File: config.mk
export PLATFORM = sky130hd
export DESIGN_NAME = aud_irq_rst_ctrl
export DESIGN_NICKNAME = d
export VERILOG_FILES = /design/src/rtl/aud_irq_pkg.sv /design/src/rtl/aud_irq_src.sv /design/src/rtl/aud_ctrl_regs.sv /design/src/rtl/aud_irq_rst_ctrl.sv
export SDC_FILE = /design/constraint.sdc
export NUM_CORES = 1
export LEC_CHECK = 0
export CORE_ASPECT_RATIO = 1.4
export CORE_MARGIN = 1.5
export CORE_UTILIZATION = 25
export DETAILED_ROUTE_END_ITERATION = 7
export DONT_BUFFER_PORTS = 1
export GPL_ROUTABILITY_DRIVEN = 0
export SLEW_MARGIN = 40
export SYNTH_ARGS = -nofsm -noshare
export SYNTH_HDL_FRONTEND = slang
export SYNTH_HIERARCHICAL = 1
export SYNTH_SLANG_ARGS = --single-unit
File: constraint.sdc
create_clock -name clk_i -period 1.95 [get_ports clk_i]
set_input_delay 0.2925 -clock clk_i [delete_from_list [all_inputs] [get_ports clk_i]]
set_output_delay 0.2925 -clock clk_i [all_outputs]
set_load 0.01 [all_outputs]
File: src/rtl/aud_irq_pkg.sv
package aud_irq_pkg;
  localparam int unsigned FIELD_STRIDE = 4;

  localparam int unsigned OFF_PEND  = 32'h1F4;
  localparam int unsigned OFF_EDGE  = 32'h1F8;
  localparam int unsigned OFF_OUTEN = 32'h1FC;
  localparam int unsigned OFF_CLK   = 32'h210;
  localparam int unsigned OFF_SRST  = 32'h214;
  localparam int unsigned OFF_SIZE  = 32'h218;

  // software reset register field indices (bit = index * FIELD_STRIDE)
  localparam int unsigned SR_GLB   = 0;
  localparam int unsigned SR_IRQ   = 1;
  localparam int unsigned SR_PORT0 = 2;

  typedef enum logic [2:0] {
    SEL_NONE,
    SEL_PEND,
    SEL_EDGE,
    SEL_OUTEN,
    SEL_CLK,
    SEL_SRST,
    SEL_SIZE
  } reg_sel_e;
endpackage

File: src/rtl/aud_irq_src.sv
module aud_irq_src (
  input  logic clk_i,
  input  logic rst_ni,
  input  logic req_i,
  input  logic edge_en_i,
  input  logic hold_clr_i,
  input  logic wr_clr_i,
  output logic pend_o
);
  logic req_q;
  logic rise;

  assign rise = req_i & ~req_q;

  always_ff @(posedge clk_i or negedge rst_ni) begin
    if (!rst_ni) req_q <= 1'b0;
    else         req_q <= req_i;
  end

  // reset hold dominates, then a new edge, then a software clear
  always_ff @(posedge clk_i or negedge rst_ni) begin
    if (!rst_ni)                pend_o <= 1'b0;
    else if (hold_clr_i)        pend_o <= 1'b0;
    else if (rise && edge_en_i) pend_o <= 1'b1;
    else if (wr_clr_i)          pend_o <= 1'b0;
  end
endmodule

File: src/rtl/aud_ctrl_regs.sv
module aud_ctrl_regs
  import aud_irq_pkg::*;
#(
  parameter int unsigned NUM_PORT = 2,
  parameter int unsigned DATA_W   = 32
) (
  input  logic                clk_i,
  input  logic                rst_ni,
  input  logic                srst_we_i,
  input  logic                clk_we_i,
  input  logic [DATA_W-1:0]   wdata_i,
  output logic [NUM_PORT+1:0] srst_q_o,
  output logic                glob_n_o,
  output logic                irq_rst_n_o,
  output logic [NUM_PORT-1:0] port_rst_no,
  output logic [NUM_PORT-1:0] port_clk_en_o
);
  localparam int unsigned NUM_SR = NUM_PORT + 2;

  logic [NUM_SR-1:0]   srst_d;
  logic [NUM_PORT-1:0] clk_d;

  always_comb begin
    for (int k = 0; k < NUM_SR; k++) srst_d[k] = wdata_i[k*FIELD_STRIDE];
    for (int p = 0; p < NUM_PORT; p++) clk_d[p] = wdata_i[p*FIELD_STRIDE];
  end

  always_ff @(posedge clk_i or negedge rst_ni) begin
    if (!rst_ni)        srst_q_o <= '0;
    else if (srst_we_i) srst_q_o <= srst_d;
  end

  always_ff @(posedge clk_i or negedge rst_ni) begin
    if (!rst_ni)               port_clk_en_o <= '0;
    else if (!srst_q_o[SR_GLB]) port_clk_en_o <= '0;
    else if (clk_we_i)         port_clk_en_o <= clk_d;
  end

  assign glob_n_o    = srst_q_o[SR_GLB];
  assign irq_rst_n_o = srst_q_o[SR_IRQ];

  for (genvar p = 0; p < NUM_PORT; p++) begin : g_port_rst
    assign port_rst_no[p] = srst_q_o[SR_GLB] & srst_q_o[SR_PORT0+p];
  end
endmodule

File: src/rtl/aud_irq_rst_ctrl.sv
module aud_irq_rst_ctrl
  import aud_irq_pkg::*;
#(
  parameter int unsigned NUM_PORT = 2,
  parameter int unsigned ADDR_W   = 12,
  parameter int unsigned DATA_W   = 32,
  parameter int unsigned SIZE_W   = 3,
  localparam int unsigned NUM_SRC = 2 * NUM_PORT
) (
  input  logic                      clk_i,
  input  logic                      rst_ni,
  input  logic [ADDR_W-1:0]         addr_i,
  input  logic                      we_i,
  input  logic [DATA_W-1:0]         wdata_i,
  output logic [DATA_W-1:0]         rdata_o,
  input  logic [NUM_SRC-1:0]        fifo_req_i,
  input  logic [NUM_SRC*SIZE_W-1:0] fifo_size_i,
  output logic                      irq_o,
  output logic [NUM_PORT-1:0]       port_rst_no,
  output logic [NUM_PORT-1:0]       port_clk_en_o
);
  localparam int unsigned NUM_SR = NUM_PORT + 2;

  reg_sel_e            sel;
  logic [NUM_SRC-1:0]  edge_q, outen_q, pend_q, src_d;
  logic [NUM_SR-1:0]   srst_q;
  logic                glob_n, irq_rst_n;
  logic                wr_pend, wr_edge, wr_outen;

  always_comb begin
    sel = SEL_NONE;
    if      (addr_i == ADDR_W'(OFF_PEND))  sel = SEL_PEND;
    else if (addr_i == ADDR_W'(OFF_EDGE))  sel = SEL_EDGE;
    else if (addr_i == ADDR_W'(OFF_OUTEN)) sel = SEL_OUTEN;
    else if (addr_i == ADDR_W'(OFF_CLK))   sel = SEL_CLK;
    else if (addr_i == ADDR_W'(OFF_SRST))  sel = SEL_SRST;
    else if (addr_i == ADDR_W'(OFF_SIZE))  sel = SEL_SIZE;
  end

  assign wr_pend  = we_i && (sel == SEL_PEND);
  assign wr_edge  = we_i && (sel == SEL_EDGE);
  assign wr_outen = we_i && (sel == SEL_OUTEN);

  always_comb begin
    for (int i = 0; i < NUM_SRC; i++) src_d[i] = wdata_i[i*FIELD_STRIDE];
  end

  aud_ctrl_regs #(
    .NUM_PORT(NUM_PORT),
    .DATA_W  (DATA_W)
  ) i_ctrl_regs (
    .clk_i        (clk_i),
    .rst_ni       (rst_ni),
    .srst_we_i    (we_i && (sel == SEL_SRST)),
    .clk_we_i     (we_i && (sel == SEL_CLK)),
    .wdata_i      (wdata_i),
    .srst_q_o     (srst_q),
    .glob_n_o     (glob_n),
    .irq_rst_n_o  (irq_rst_n),
    .port_rst_no  (port_rst_no),
    .port_clk_en_o(port_clk_en_o)
  );

  always_ff @(posedge clk_i or negedge rst_ni) begin
    if (!rst_ni) begin
      edge_q  <= '0;
      outen_q <= '0;
    end else if (!glob_n) begin
      edge_q  <= '0;
      outen_q <= '0;
    end else begin
      if (wr_edge)  edge_q  <= src_d;
      if (wr_outen) outen_q <= src_d;
    end
  end

  for (genvar i = 0; i < NUM_SRC; i++) begin : g_src
    aud_irq_src i_src (
      .clk_i     (clk_i),
      .rst_ni    (rst_ni),
      .req_i     (fifo_req_i[i]),
      .edge_en_i (edge_q[i]),
      .hold_clr_i(~glob_n | ~irq_rst_n),
      .wr_clr_i  (wr_pend & ~src_d[i]),
      .pend_o    (pend_q[i])
    );
  end

  assign irq_o = |(pend_q & outen_q);

  always_comb begin
    rdata_o = '0;
    unique case (sel)
      SEL_PEND:  for (int i = 0; i < NUM_SRC; i++) rdata_o[i*FIELD_STRIDE] = pend_q[i];
      SEL_EDGE:  for (int i = 0; i < NUM_SRC; i++) rdata_o[i*FIELD_STRIDE] = edge_q[i];
      SEL_OUTEN: for (int i = 0; i < NUM_SRC; i++) rdata_o[i*FIELD_STRIDE] = outen_q[i];
      SEL_CLK:   for (int p = 0; p < NUM_PORT; p++) rdata_o[p*FIELD_STRIDE] = port_clk_en_o[p];
      SEL_SRST:  for (int k = 0; k < NUM_SR; k++) rdata_o[k*FIELD_STRIDE] = srst_q[k];
      SEL_SIZE:  for (int i = 0; i < NUM_SRC; i++)
                   rdata_o[i*FIELD_STRIDE +: SIZE_W] = fifo_size_i[i*SIZE_W +: SIZE_W];
      default:   rdata_o = '0;
    endcase
  end
endmodule

; ---- Word level (Yosys, flattened, before mapping)
; Cells that the tools add are included.
; Widths: inputs -> output; s select.
[word_totals]
regBits = 22
in_bits = 63
out_inout_bits = 37
elab_cells = 95
[classes]
eq_ne = 15
muxes = 32
n_bitwise = 22
reduce_logical = 14
[ops]
columns = operator, count
row1 = $eq 12x10->1 const B, 3
row2 = $eq 12x9->1 const B, 3
row3 = $mux 3, 6
row4 = $mux 4, 4
row5 = $mux 1, 12
row6 = $mux 2, 6
row7 = $pmux 1 s6, 2
row8 = $reduce_bool 3->1, 4
row9 = $and 1x1->1, 10
row10 = $not 1->1, 10
row11 = $pmux 1 s5, 2
row12 = $eq 3x3->1 const B, 3
row13 = $logic_and 1x1->1, 9
row14 = $eq 3x2->1 const B, 2
row15 = $and 4x4->4, 1
row16 = $ne 2x2->1 const B, 2
row17 = $reduce_or 4->1, 1
row18 = $eq 3x1->1 const B, 1
row19 = $ne 2x1->1 const B, 1
row20 = $or 1x1->1, 1

; ---- Longest topological paths before layout
[logic_depth]
ltp_word = 13
depth_mapped = 6
depth_no_buf = 6

; ---- Cells and area by module
; The synthesis kept the hierarchy.
[by_module_without_submodules]
columns = mod, n_inst, cells_per_inst, area_each_um2, seq_area_each_um2
row1 = aud_irq_rst_ctrl, 1, 113, 959.7, 200.2
row2 = aud_irq_src, 4, 5, 68.8, 50.0
row3 = aud_ctrl_regs, 1, 18, 255.2, 150.1

; ---- Least setup slack after synthesis
; OpenSTA, ideal clock, no wires.
[synth_path]
path_type = input to register
from = input port addr_i[11]
to = register i_ctrl_regs.srst_q_o[0]
setup_time_ns = 0.125
arrival_time_ns = 1.616
required_ns = 1.825
path_slack_ns = 0.209
stages = 4
n_path_buf = 0
cell_sequence = or3_4 -> nor3b_4 -> and4_1 -> mux2_2
[synth_via]
elab_chain_cells = 9
word_cells_on_any_way = 14
cone_classes = eq/ne: 7 / mux: 6 / reduce/logical: 1
[synth_rtl]
columns = item, line_no
row1 = "start, declared", aud_irq_rst_ctrl.sv:12  ; input logic [ADDR_W-1:0] addr_i,
row2 = $eq 12x10->1, aud_irq_rst_ctrl.sv:37  ; else if (addr_i == ADDR_W'(OFF_SIZE)) sel = SEL_SIZE;
row3 = $mux 3, aud_irq_rst_ctrl.sv:37
row4 = $mux 3, aud_irq_rst_ctrl.sv:36  ; else if (addr_i == ADDR_W'(OFF_SRST)) sel = SEL_SRST;
row5 = $mux 3, aud_irq_rst_ctrl.sv:35  ; else if (addr_i == ADDR_W'(OFF_CLK)) sel = SEL_CLK;
row6 = $mux 3, aud_irq_rst_ctrl.sv:34  ; else if (addr_i == ADDR_W'(OFF_OUTEN)) sel = SEL_OUTEN;
row7 = $mux 3, aud_irq_rst_ctrl.sv:33  ; else if (addr_i == ADDR_W'(OFF_EDGE)) sel = SEL_EDGE;
row8 = $mux 3 *, aud_irq_rst_ctrl.sv:32  ; if (addr_i == ADDR_W'(OFF_PEND)) sel = SEL_PEND;
row9 = $eq 3x3->1 *, aud_irq_rst_ctrl.sv:54  ; .srst_we_i (we_i && (sel == SEL_SRST)),
row10 = $logic_and 1x1->1 *, aud_irq_rst_ctrl.sv:54
row11 = "end signal, assigned", aud_ctrl_regs.sv:30  ; else if (srst_we_i) srst_q_o <= srst_d;
row12 = "end, declared", aud_ctrl_regs.sv:12  ; output logic [NUM_PORT+1:0] srst_q_o,
; Mark *: on every way between the ends. The rest lies on a longest branch, timed or not.
; A chain may end at the register's enable or synchronous reset.

; ---- Worst setup path after layout
[layout_path]
from = input port addr_i[11]
to = output port rdata_o[8]
[layout_via]
elab_chain_cells = 9
word_cells_on_any_way = 18
cone_classes = eq/ne: 11 / mux: 7
[layout_rtl]
columns = item, line_no
row1 = $eq 12x10->1, aud_irq_rst_ctrl.sv:37
row2 = $mux 3, aud_irq_rst_ctrl.sv:37
row3 = $mux 3, aud_irq_rst_ctrl.sv:36
row4 = $mux 3, aud_irq_rst_ctrl.sv:35
row5 = $mux 3, aud_irq_rst_ctrl.sv:34
row6 = $mux 3, aud_irq_rst_ctrl.sv:33
row7 = $mux 3 *, aud_irq_rst_ctrl.sv:32
row8 = "$eq 3x3->1, or another cell as far along", aud_irq_rst_ctrl.sv:93  ; unique case (sel)
row9 = $pmux 1 s5 *, aud_irq_rst_ctrl.sv:93
row10 = "end, declared", aud_irq_rst_ctrl.sv:15  ; output logic [DATA_W-1:0] rdata_o,
; Marked as above.

==> results.tsv <==
metric	value	unit
critical path arrival	1590	ps
Pleak	0.661	nW
Final ANT Viol Nets	0	
Syn Area/Cell	9.87	sq um
Place WS	61.0	ps
total track usage	0.109	
violated checks	hold timing	
Worst path max stage delay	410	ps
share of the clock period used by the worst path	0.964	
Max Clock Freq	532	MHz
post-synth top area cell	dfrtp_1	
largest family of logic cells by synthesized area	simple AND/OR/NAND/NOR gates	
CTS clock-pin slew for the worst setup and hold paths	80	ps
PnR worst setup slack	70.6	ps
DP HPWL	2730	microns
outcome	finished with violations	
Via density	4.78	
largest net degree at the start of global routing	23	
Inserted Diodes	0	
post-synthesis mux area share	0.128	
initial antenna violation count	0	
setup_tns	0	ps
P&R area growth vs syn	5.29	%
chip height	94.4	microns
CTS tree	yes	
dominant cells by area after synthesis	dfrtp_1 (37%), buf_4 (11%), mux2i_1 (6.7%)	
Peak VDD IR	0.000190	V
clock buffer count from CTS	3	
Final Setup Violations	0	
Clock Skew	5.02	ps
commonest non-fill, non-tap cell in the layout	dfrtp_1	
WP data required	1660	ps
MaxCap Viol Count	0	
final wirelength	3420	microns
1st-pass router iterations	5	
commonest non-fill, non-tap cells in the layout	dfrtp_1 (22), nand2_1 (21), conb_1 (20)	
#FFs+latches synth	22	
clk_lat worst skew	260	ps
Synth Area in Adders	0	
Buf/Inv on CP	0	
synth unique cells	34	
Clk Tree Root Cell	clkbuf_8	
fraction of the mapped netlist area in simple logic gates	0.288	
# rows	33	
drc violations	0	
crit path launch type	input port	
die area	0.00644	sq mm
number of global-route vias before repair	1060	
Yosys warning count	6	
total number of vias	1076	
critical path class	in -> out	
first-pass GRT wire length	5230	microns
Worst path top cell family by delay	simple AND/OR/NAND/NOR gates	
final cell area excluding filler cells	0.00157	sq mm
mean routed wirelength per cell	15.2	microns
die width	68.3	microns
Synth Area in Compound Gates	0.0806	
Placed Instance Area	0.00149	sq mm
clock buffer depth	2	
Hold Vio Cnt, Final	22	
share of layout cells above drive strength 1	0.174	
Gate Count Post-Synth	151	
area share of the largest cell type after synthesis	0.369	
Pwr Density	538	mW/mm^2
Synth Area in XOR/XNOR	0	
register area share after synthesis	0.369	
Hold WC Path Type	in -> async	
CP Capture Type	output pin	
Iteration-0 DRC Markers	21	
# H-tree levels	1	
starting density of the core	0.256	
Ports	100	
worst hold margin	-17.6	ps
crit path max fanout	7	
Tmin final	1880	ps
clock sink total	22	
total power	0.000844	W
Core Area	0.00582	sq mm
final net count	219	
Crit-path slowest cell	or3_4	
I/O Buffers	0	
Synth Cell Area	0.00149	sq mm
unrepaired setup endpoints after global routing	false	
Final Max Tran Viols	0	
total grt overflow	0	
CP cell instances	or3_4 > nor3b_4 > nand2_1 > o221ai_1	
[worst paths after layout]
path	start	end	slack [ps]	depth (start not counted)
max	addr_i[11]	rdata_o[8]	70	4
min	rst_ni	g_src[1].i_src/req_q	-20	1
max reg2reg	i_ctrl_regs/srst_q_o[0]	g_src[2].i_src/pend_o	880	3
min reg2reg	g_src[2].i_src/req_q	g_src[2].i_src/pend_o	520	2
max in group asynchronous	rst_ni	i_ctrl_regs/srst_q_o[2]	1630	1
min in group clk_i	fifo_req_i[0]	g_src[0].i_src/req_q	50	0
[Yosys cell counts]
library cell and number:
a22o_1 2, and2_1 11, nor2b_1 4, dfrtp_1 22, or3_4 1, nor3b_4 2, clkbuf_2 1, o211ai_1 1
mux2_2 8, and4_1 2, nand3b_1 4, buf_6 2, a21oi_1 4, or4b_1 1, a221o_1 1, conb_1 1
or3_1 1, clkbuf_1 1, nand4_1 2, mux2i_1 10, nor3_1 1, nor4_4 1, nand2_1 22, nor2_1 5
nor4_2 1, a22oi_1 5, nand4bb_1 1, a32o_1 1, nor3b_1 1, nand3_1 2, nand2b_1 5, and4b_1 1
o221ai_1 2, buf_4 22
[power by group]
| group | total [W] | switching, W | internal (W) |
|---|---|---|---|
| clock | 0.000329 | 0.000149 | 0.000180 |
| combinational | 0.0000539 | 0.0000382 | 0.0000157 |
| sequential | 0.000461 | 0.000000944 | 0.000460 |
[stage by stage]
step / hold WS (ps) / utilization / std cells
final: -17.6 / 0.270 / 225
after global routing: 18.9 / 0.270 / 225
after CTS: 43.7 / 0.267 / 224
after detailed placement: -2.00 / 0.256 / 219
after global placement: -1.99 / 0.256 / 219
after floorplan: -3.09 / - / 170
[kinds of logic (layout without fill, tap and decap cells)]
| family | count (synthesis) | count (layout) |
|---|---|---|
| AOI/OAI and AO/OA | 16 | 16 |
| and+or+nand+nor | 68 | 68 |
| muxes | 18 | 18 |
| other | 1 | 20 |
| DFF | 22 | 22 |
| buffers and inverters | 26 | 11 |
[per-layer routing]
| layer | track usage | part of all wire |
|---|---|---|
| met1 | 0.121 | 0.38 |
| met2 | 0.193 | 0.52 |
| met3 | 0.0358 | 0.089 |
| met4 | 0.0300 | 0.013 |
| met5 | 0 | 0 |
[worst reg2reg max path, delay by kind of cell (launching register included)]
kind / cells / cell delay [ps]
buffers and inverters: 1 / 230
DFF: 1 / 450
AOI/OAI and AO/OA: 1 / 160
and+or+nand+nor: 1 / 160
[area by class of cell]
type,count,area (sq um)
fill,616,4250
multi-input combinational,122,826
sequential,22,551
tap,70,87.6
clock buffer,4,55.1
timing repair buffer,7,50.0
[state kept, by name, summed over array words and instances, names as in the netlist]
register	count
g_src.i_src/pend_o	4
outen_q	4
i_ctrl_regs/port_clk_en_o	2
edge_q	4
g_src.i_src/req_q	4
i_ctrl_regs/srst_q_o	4
[repair_timing]
item / in CTS / in global routing
hold endpoints to repair: 22 / 0
endpoints found under the setup margin: 0 / 1
resized for setup: 0 / 3
hold buffers: 1 / 0
setup buffers: 0 / 1
Power figures use the tool's default switching activity.
